===== src/rtl/pwm_pkg.sv =====
// Shared types and register addresses for the two-output PWM generator.
// Assumes a single write port and a fixed 8-bit action word per output.
package pwm_pkg;

    localparam int AQ_W = 8;

    localparam logic [2:0] ADDR_PRESCALE = 3'd0;
    localparam logic [2:0] ADDR_PERIOD   = 3'd1;
    localparam logic [2:0] ADDR_CMP_A    = 3'd2;
    localparam logic [2:0] ADDR_CMP_B    = 3'd3;
    localparam logic [2:0] ADDR_ACT_A    = 3'd4;
    localparam logic [2:0] ADDR_ACT_B    = 3'd5;

    typedef enum logic [1:0] {
        ACT_NONE = 2'b00,
        ACT_LOW  = 2'b01,
        ACT_HIGH = 2'b10,
        ACT_TGL  = 2'b11
    } act_code_t;

    typedef struct packed {
        logic cmp_a;
        logic cmp_b;
        logic prd;
        logic zero;
    } tb_events_t;

endpackage


===== src/rtl/pwm_prescaler.sv =====
// Tick prescaler: divides clk by (2^clk_code) * f(hsp_code), where
// f(0)=1 and f(k)=2k. The divide counter clears while en is low.
// Assumes the codes may change at any time; a shrinking divisor fires at once.
module pwm_prescaler #(
    parameter int CODE_W = 3
) (
    input  logic              clk,
    input  logic              rst_n,
    input  logic              en,
    input  logic [CODE_W-1:0] clk_code,
    input  logic [CODE_W-1:0] hsp_code,
    output logic              tick
);
    localparam int MAX_BIN = 1 << ((1 << CODE_W) - 1);
    localparam int MAX_EVN = 2 * ((1 << CODE_W) - 1);
    localparam int DIV_W   = $clog2(MAX_BIN * MAX_EVN + 1);

    logic [DIV_W-1:0] div_cnt;
    logic [DIV_W-1:0] evn_fac;
    logic [DIV_W-1:0] div_total;

    // Build the total divisor from the two codes.
    always_comb begin
        evn_fac   = (hsp_code == '0) ? DIV_W'(1) : DIV_W'({hsp_code, 1'b0});
        div_total = evn_fac << clk_code;
        tick      = en && (div_cnt >= div_total - DIV_W'(1));
    end

    // Divide counter: cleared when frozen or on a tick.
    always_ff @(posedge clk) begin
        if (!rst_n || !en || tick) div_cnt <= '0;
        else                       div_cnt <= div_cnt + DIV_W'(1);
    end

    a_r5_no_tick_frozen: assert property (@(posedge clk) disable iff (!rst_n)
        !en |-> !tick);
    a_r2_restart_clean: assert property (@(posedge clk) disable iff (!rst_n)
        $rose(en) |-> div_cnt == '0);

endmodule


===== src/rtl/pwm_timebase.sv =====
// Up-counting time base with shadowed period and compare registers.
// Shadows load into the active set on the tick that wraps the counter to 0.
// Events describe the counter value after the current tick.
module pwm_timebase
    import pwm_pkg::*;
#(
    parameter int CNT_W = 16
) (
    input  logic             clk,
    input  logic             rst_n,
    input  logic             tick,
    input  logic             wr_en,
    input  logic [2:0]       wr_addr,
    input  logic [CNT_W-1:0] wr_data,
    output logic [CNT_W-1:0] cnt,
    output tb_events_t       ev
);
    logic [CNT_W-1:0] prd_sh, cmpa_sh, cmpb_sh;
    logic [CNT_W-1:0] prd_act, cmpa_act, cmpb_act;
    logic [CNT_W-1:0] prd_use, cmpa_use, cmpb_use;
    logic [CNT_W-1:0] cnt_nx;
    logic             wrap, load;

    // Next count, shadow load decision and event flags.
    always_comb begin
        wrap     = (cnt == prd_act);
        cnt_nx   = wrap ? '0 : cnt + CNT_W'(1);
        load     = tick && wrap;
        prd_use  = load ? prd_sh  : prd_act;
        cmpa_use = load ? cmpa_sh : cmpa_act;
        cmpb_use = load ? cmpb_sh : cmpb_act;
        ev.zero  = load;
        ev.prd   = tick && (cnt_nx == prd_use);
        ev.cmp_a = tick && (cnt_nx == cmpa_use);
        ev.cmp_b = tick && (cnt_nx == cmpb_use);
    end

    // Shadow registers written from the port.
    always_ff @(posedge clk) begin
        if (!rst_n) begin
            prd_sh  <= '0;
            cmpa_sh <= '0;
            cmpb_sh <= '0;
        end else if (wr_en) begin
            if (wr_addr == ADDR_PERIOD) prd_sh  <= wr_data;
            if (wr_addr == ADDR_CMP_A)  cmpa_sh <= wr_data;
            if (wr_addr == ADDR_CMP_B)  cmpb_sh <= wr_data;
        end
    end

    // Counter step and active-register load at wrap.
    always_ff @(posedge clk) begin
        if (!rst_n) begin
            cnt      <= '0;
            prd_act  <= '0;
            cmpa_act <= '0;
            cmpb_act <= '0;
        end else if (tick) begin
            cnt      <= cnt_nx;
            prd_act  <= prd_use;
            cmpa_act <= cmpa_use;
            cmpb_act <= cmpb_use;
        end
    end

    a_r4_cnt_in_period: assert property (@(posedge clk) disable iff (!rst_n)
        cnt <= prd_act);
    a_r6_load_at_zero: assert property (@(posedge clk) disable iff (!rst_n)
        !$stable(prd_act) || !$stable(cmpa_act) || !$stable(cmpb_act) |-> cnt == '0);
    a_r5_cnt_frozen: assert property (@(posedge clk) disable iff (!rst_n)
        !tick |=> $stable(cnt));
    a_r4_wrap_to_zero: assert property (@(posedge clk) disable iff (!rst_n)
        tick && cnt == prd_act |=> cnt == '0);

endmodule


===== src/rtl/pwm_action.sv =====
// Action qualifier for one output: picks the highest-priority event with a
// non-idle code (compare A, compare B, period, zero) and applies it.
// Assumes events are single-cycle pulses aligned with the counter step.
module pwm_action
    import pwm_pkg::*;
(
    input  logic            clk,
    input  logic            rst_n,
    input  tb_events_t      ev,
    input  logic [AQ_W-1:0] ctl,
    output logic            out
);
    act_code_t c_zero, c_prd, c_ca, c_cb, pick;

    // Select the winning action code by priority.
    always_comb begin
        c_zero = act_code_t'(ctl[1:0]);
        c_prd  = act_code_t'(ctl[3:2]);
        c_ca   = act_code_t'(ctl[5:4]);
        c_cb   = act_code_t'(ctl[7:6]);
        if      (ev.cmp_a && c_ca   != ACT_NONE) pick = c_ca;
        else if (ev.cmp_b && c_cb   != ACT_NONE) pick = c_cb;
        else if (ev.prd   && c_prd  != ACT_NONE) pick = c_prd;
        else if (ev.zero  && c_zero != ACT_NONE) pick = c_zero;
        else                                     pick = ACT_NONE;
    end

    // Output register applying the chosen action.
    always_ff @(posedge clk) begin
        if (!rst_n) out <= 1'b0;
        else begin
            case (pick)
                ACT_LOW:  out <= 1'b0;
                ACT_HIGH: out <= 1'b1;
                ACT_TGL:  out <= ~out;
                default:  out <= out;
            endcase
        end
    end

    a_r7_idle_hold: assert property (@(posedge clk) disable iff (!rst_n)
        !(|ev) |=> $stable(out));
    a_r8_cmpa_high_wins: assert property (@(posedge clk) disable iff (!rst_n)
        ev.cmp_a && ctl[5:4] == 2'b10 |=> out);
    a_r8_cmpa_low_wins: assert property (@(posedge clk) disable iff (!rst_n)
        ev.cmp_a && ctl[5:4] == 2'b01 |=> !out);

endmodule


===== src/rtl/pwm_dual_gen.sv =====
// Two-output PWM generator: prescaler, shared time base and one action
// qualifier per output. Prescale and action words apply immediately;
// period and compare values are shadowed until the counter wraps.
module pwm_dual_gen
    import pwm_pkg::*;
#(
    parameter int CNT_W  = 16,
    parameter int CODE_W = 3
) (
    input  logic             clk,
    input  logic             rst_n,
    input  logic             en,
    input  logic             wr_en,
    input  logic [2:0]       wr_addr,
    input  logic [CNT_W-1:0] wr_data,
    output logic             pwm_a,
    output logic             pwm_b
);
    localparam int N_OUT = 2;

    logic [CODE_W-1:0] clk_code, hsp_code;
    logic [AQ_W-1:0]   act_word [N_OUT];
    logic [N_OUT-1:0]  outs;
    logic              tick;
    logic [CNT_W-1:0]  cnt;
    tb_events_t        ev;

    // Immediate-effect configuration registers.
    always_ff @(posedge clk) begin
        if (!rst_n) begin
            clk_code    <= '0;
            hsp_code    <= '0;
            act_word[0] <= '0;
            act_word[1] <= '0;
        end else if (wr_en) begin
            if (wr_addr == ADDR_PRESCALE) begin
                clk_code <= wr_data[CODE_W-1:0];
                hsp_code <= wr_data[2*CODE_W-1:CODE_W];
            end
            if (wr_addr == ADDR_ACT_A) act_word[0] <= wr_data[AQ_W-1:0];
            if (wr_addr == ADDR_ACT_B) act_word[1] <= wr_data[AQ_W-1:0];
        end
    end

    pwm_prescaler #(.CODE_W(CODE_W)) u_pre (
        .clk(clk), .rst_n(rst_n), .en(en),
        .clk_code(clk_code), .hsp_code(hsp_code), .tick(tick)
    );

    pwm_timebase #(.CNT_W(CNT_W)) u_tb (
        .clk(clk), .rst_n(rst_n), .tick(tick),
        .wr_en(wr_en), .wr_addr(wr_addr), .wr_data(wr_data),
        .cnt(cnt), .ev(ev)
    );

    for (genvar g = 0; g < N_OUT; g++) begin : g_act
        pwm_action u_act (
            .clk(clk), .rst_n(rst_n), .ev(ev),
            .ctl(act_word[g]), .out(outs[g])
        );
    end

    assign pwm_a = outs[0];
    assign pwm_b = outs[1];

    a_r5_outputs_frozen: assert property (@(posedge clk) disable iff (!rst_n)
        !en |=> $stable(pwm_a) && $stable(pwm_b));
    a_r1_reset_low: assert property (@(posedge clk)
        !rst_n |=> !pwm_a && !pwm_b && cnt == '0);

endmodule


===== config.mk =====
export PLATFORM = sky130hd
export DESIGN_NAME = pwm_dual_gen
export DESIGN_NICKNAME = d
export VERILOG_FILES = /design/src/rtl/pwm_pkg.sv /design/src/rtl/pwm_prescaler.sv /design/src/rtl/pwm_timebase.sv /design/src/rtl/pwm_action.sv /design/src/rtl/pwm_dual_gen.sv
export SDC_FILE = /design/constraint.sdc
export NUM_CORES = 1
export LEC_CHECK = 0
export BUFFER_PORTS_ARGS = -buffer_cell sky130_fd_sc_hd__buf_2
export CAP_MARGIN = 20
export CORE_ASPECT_RATIO = 0.5
export CORE_MARGIN = 5
export CORE_UTILIZATION = 57
export DETAILED_ROUTE_END_ITERATION = 10
export PLACE_DENSITY = 0.78
export SLEW_MARGIN = 25
export SYNTH_ARGS = -nofsm -noshare
export SYNTH_HDL_FRONTEND = slang
export SYNTH_HIERARCHICAL = 1
export SYNTH_SLANG_ARGS = --single-unit
export TNS_END_PERCENT = 100

===== constraint.sdc =====
create_clock -name clk -period 4.41 [get_ports clk]
set_input_delay 1.323 -clock clk [delete_from_list [all_inputs] [get_ports clk]]
set_output_delay 1.323 -clock clk [all_outputs]
set_load 0.02 [all_outputs]

==> run summary <==
post-route setup TNS = -0.03555 ns
I/O Buffers = 24
DR WL met2 = 10440 um
Seq/Total Area, Yosys = 38.13%
# diodes = 0
M1 wire length = 10030 um
grt ovf = 0
Cell Chain, Critical Path = buf_6, nand2b_4, o311a_4, o311ai_4, nor2_2, xnor2_1, ha_1, nand2_2, nor3_2, a21oi_2, o21ai_1, and2_4, inv_6, or4_4, o22ai_4, nand3_2, a22oi_2, and4_4, nand2_2, o21ai_2, a41oi_2, a211oi_2
Rel. slew slack = 38.51%
wire per inst = 18.59 um
H-tree lvl count = 4
fin util = 70.40%
CTS Sinks = 147
failing checks = setup timing
Top Ports = 25
Clock Skew = 0.01266 ns
antenna violations before repair = 0
largest net degree at the start of global routing = 86
commonest non-fill, non-tap cell in the layout = nand2_1
Startpoint Class = register
first-pass GRT wire length = 36360 um
Total Power = 3.593 mW
synthesized area = 0.008138 mm^2
EDFF count, synth = 16
vias per inst = 6.012
Synth Area per Inst = 8.245 um^2
Netlist cell types = 85
most frequent cells in the layout = nand2_1, dfxtp_1, a21boi_0, buf_4, nor2_1
RePlAce Congestion = 0.9764
total track usage = 27.42%
residual DRC count = 0
Post-DRT Antenna Nets = 0
share of the synthesized area in the top cell type = 32.23%
crit path buf inv count = 2
yosys warns = 6
syn_nets = 1024
vias = 7497
Rows = 30
CTS clock-pin slew for the worst setup and hold paths = 0.07 ns
synth-to-layout area growth = 19.17%
crit path kind = reg -> reg
highest routed layer = met4
Leak = 3.405 nW
CTS root buf = clkbuf_16
Num CTS Buffers = 17
maximum VDD drop = 0.2578 mV
Starting Density = 59.07%
status = finished with violations
final hold viol count = 0
Period minus WS final = 4.434 ns
endpoints failing setup = 2
Worst Setup End Kind = register
final setup margin = -0.02442 ns
RSZ-0062 raised after global routing = true
crit-path most repeated cell = nand2_2
Pins Over Slew Limit = 0
fmax = 0.2255 GHz
number of global-route vias before repair = 6968
Die H = 94.49 um
post-synth top area cell = dfxtp_1
async set-or-reset flop fraction in the synthesized netlist = 0%
CP delay by family, top = compound AO/OA/AOI/OAI gates
Slowest-stage cell, CP = or4_4
WP data arrival = 4.77 ns
Worst Path Max Fanout = 6
drt initial violations = 870
Slowest Stage Delay on Critical Path = 0.43 ns
Nets = 1079
die footprint = 0.01691 mm^2
Hold WS = 0.4657 ns
Mapped Cells = 987
Cell Pwr Density = 370.5 mW/mm^2
WL met3 = 2168 um
Core Region = 0.01378 mm^2
Max-Cap Viols = 0
Tightest Pin Transition = 0.9215 ns
worst skew pair latency = 0.42 ns
Final Routed Wirelength = 23180 um
first-pass iteration count of the detailed router = 6
Worst Path Required = 4.74 ns
top post-synthesis cells by area = dfxtp_1, nand2_1, a21boi_0, edfxtp_1, xnor2_1
CTS Buffer Depth = 2
layout cells sized above 1 = 19.05%
flop and latch count out of synthesis = 147
Die Wd = 179.0 um
post-detail-place hpwl = 15920 um
dpl cells = 1199
Final Cycle Share = 100.6%
non-filler cells in the finished layout = 1247
Hold WC Path Type = reg -> reg
CTS tree = built
ys flop type = dfxtp_1
==> area by class of cell <==
class | count | area (um^2)
clock inverter | 13 | 195.2
inverter | 19 | 78.83
timing repair buffer | 98 | 724.4
fill | 1021 | 4078
sequential | 147 | 3115
tap | 192 | 240.2
multi-input combinational | 759 | 4911
clock buffer | 19 | 432.9
==> Yosys cell counts, drive strengths merged (4+ instances only) <==
cell type / count
and3: 4
o211ai: 7
or3: 8
inv: 19
xnor2: 41
ha: 14
o22ai: 5
nor4: 12
a22o: 4
xor2: 18
a211oi: 6
nand2b: 6
edfxtp: 16
a21boi: 100
mux2i: 8
nand4: 14
a2111oi: 6
nor2: 44
nor2b: 18
a21oi: 24
clkbuf: 37
a22oi: 4
dfxtp: 131
buf: 25
nor3: 21
nand3: 21
o221ai: 6
o21ai: 40
nand2: 254
and2: 18
==> flip-flops by register name, indices dropped and copies added (netlist names) <==
name	cells
clk_code	3
u_pre/div_cnt	11
u_tb/prd_act	16
g_act.u_act/out	2
act_word	16
u_tb/cmpa_act	16
hsp_code	3
u_tb/cmpb_sh	16
u_tb/prd_sh	16
u_tb/cmpb_act	16
u_tb/cnt	16
u_tb/cmpa_sh	16
==> stage by stage <==
stage	worst slack (ns)	cell area [um^2]
2_1_floorplan	0.008854	8164
3_3_place_gp	-0.01061	8682
3_5_place_dp	-0.2470	8682
4_1_cts	0.002184	9440
5_1_grt	-0.1505	9698
6_report	-0.02442	9698
==> where the power goes <==
group	total, mW	internal, mW	switching, mW
clock	1.56	0.960	0.602
sequential	1.42	1.38	0.0326
combinational	0.615	0.262	0.353
total	3.59	2.61	0.987
==> metal layers <==
layer	vias to the layer above	GRT usage (%)
met4	0	9.253
met3	54	6.040
met2	365	42.87
met1	3544	37.79
met5	-	0
li1	3534	-
==> tightest hold or removal path: cells and delay by family (launching register included) <==
family	cells	cell delay (ns)
and+or+nand+nor	1	0.05
AOI/OAI and AO/OA	1	0.05
DFF	1	0.31
==> worst paths after layout <==
kind | startpoint | endpoint | slack [ns] | depth (start not counted)
min | u_tb/cmpa_act[5] | u_tb/cmpa_act[5] | 0.47 | 2
min reg2reg | u_tb/cmpa_act[5] | u_tb/cmpa_act[5] | 0.47 | 2
max | clk_code[0] | g_act[0].u_act/out | -0.02 | 22
max reg2reg | clk_code[0] | g_act[0].u_act/out | -0.02 | 22
==> kinds of logic (layout without fill, tap and decap cells) <==
group                      after synthesis  count (layout)  synth area share, %
xor gates and xnor gates                63              63                7.811
buffers and inverters                   81             149                4.413
AOI/OAI and AO/OA                      235             235                21.31
adders and majority gates               14              14                2.153
and+or+nand+nor                        438             438                25.02
muxes                                    9               9                1.168
DFF                                    147             147                38.13
==> what timing repair did <==
action	4_1_cts	5_1_grt
hold buffers	0	0
hold endpoints to repair	0	0
endpoints found under the setup margin	2	2
cloned	0	0
gates resized for setup	23	51
setup buffers	8	8
pin swaps	9	24
No activity file was read; power rests on OpenSTA's default activity.
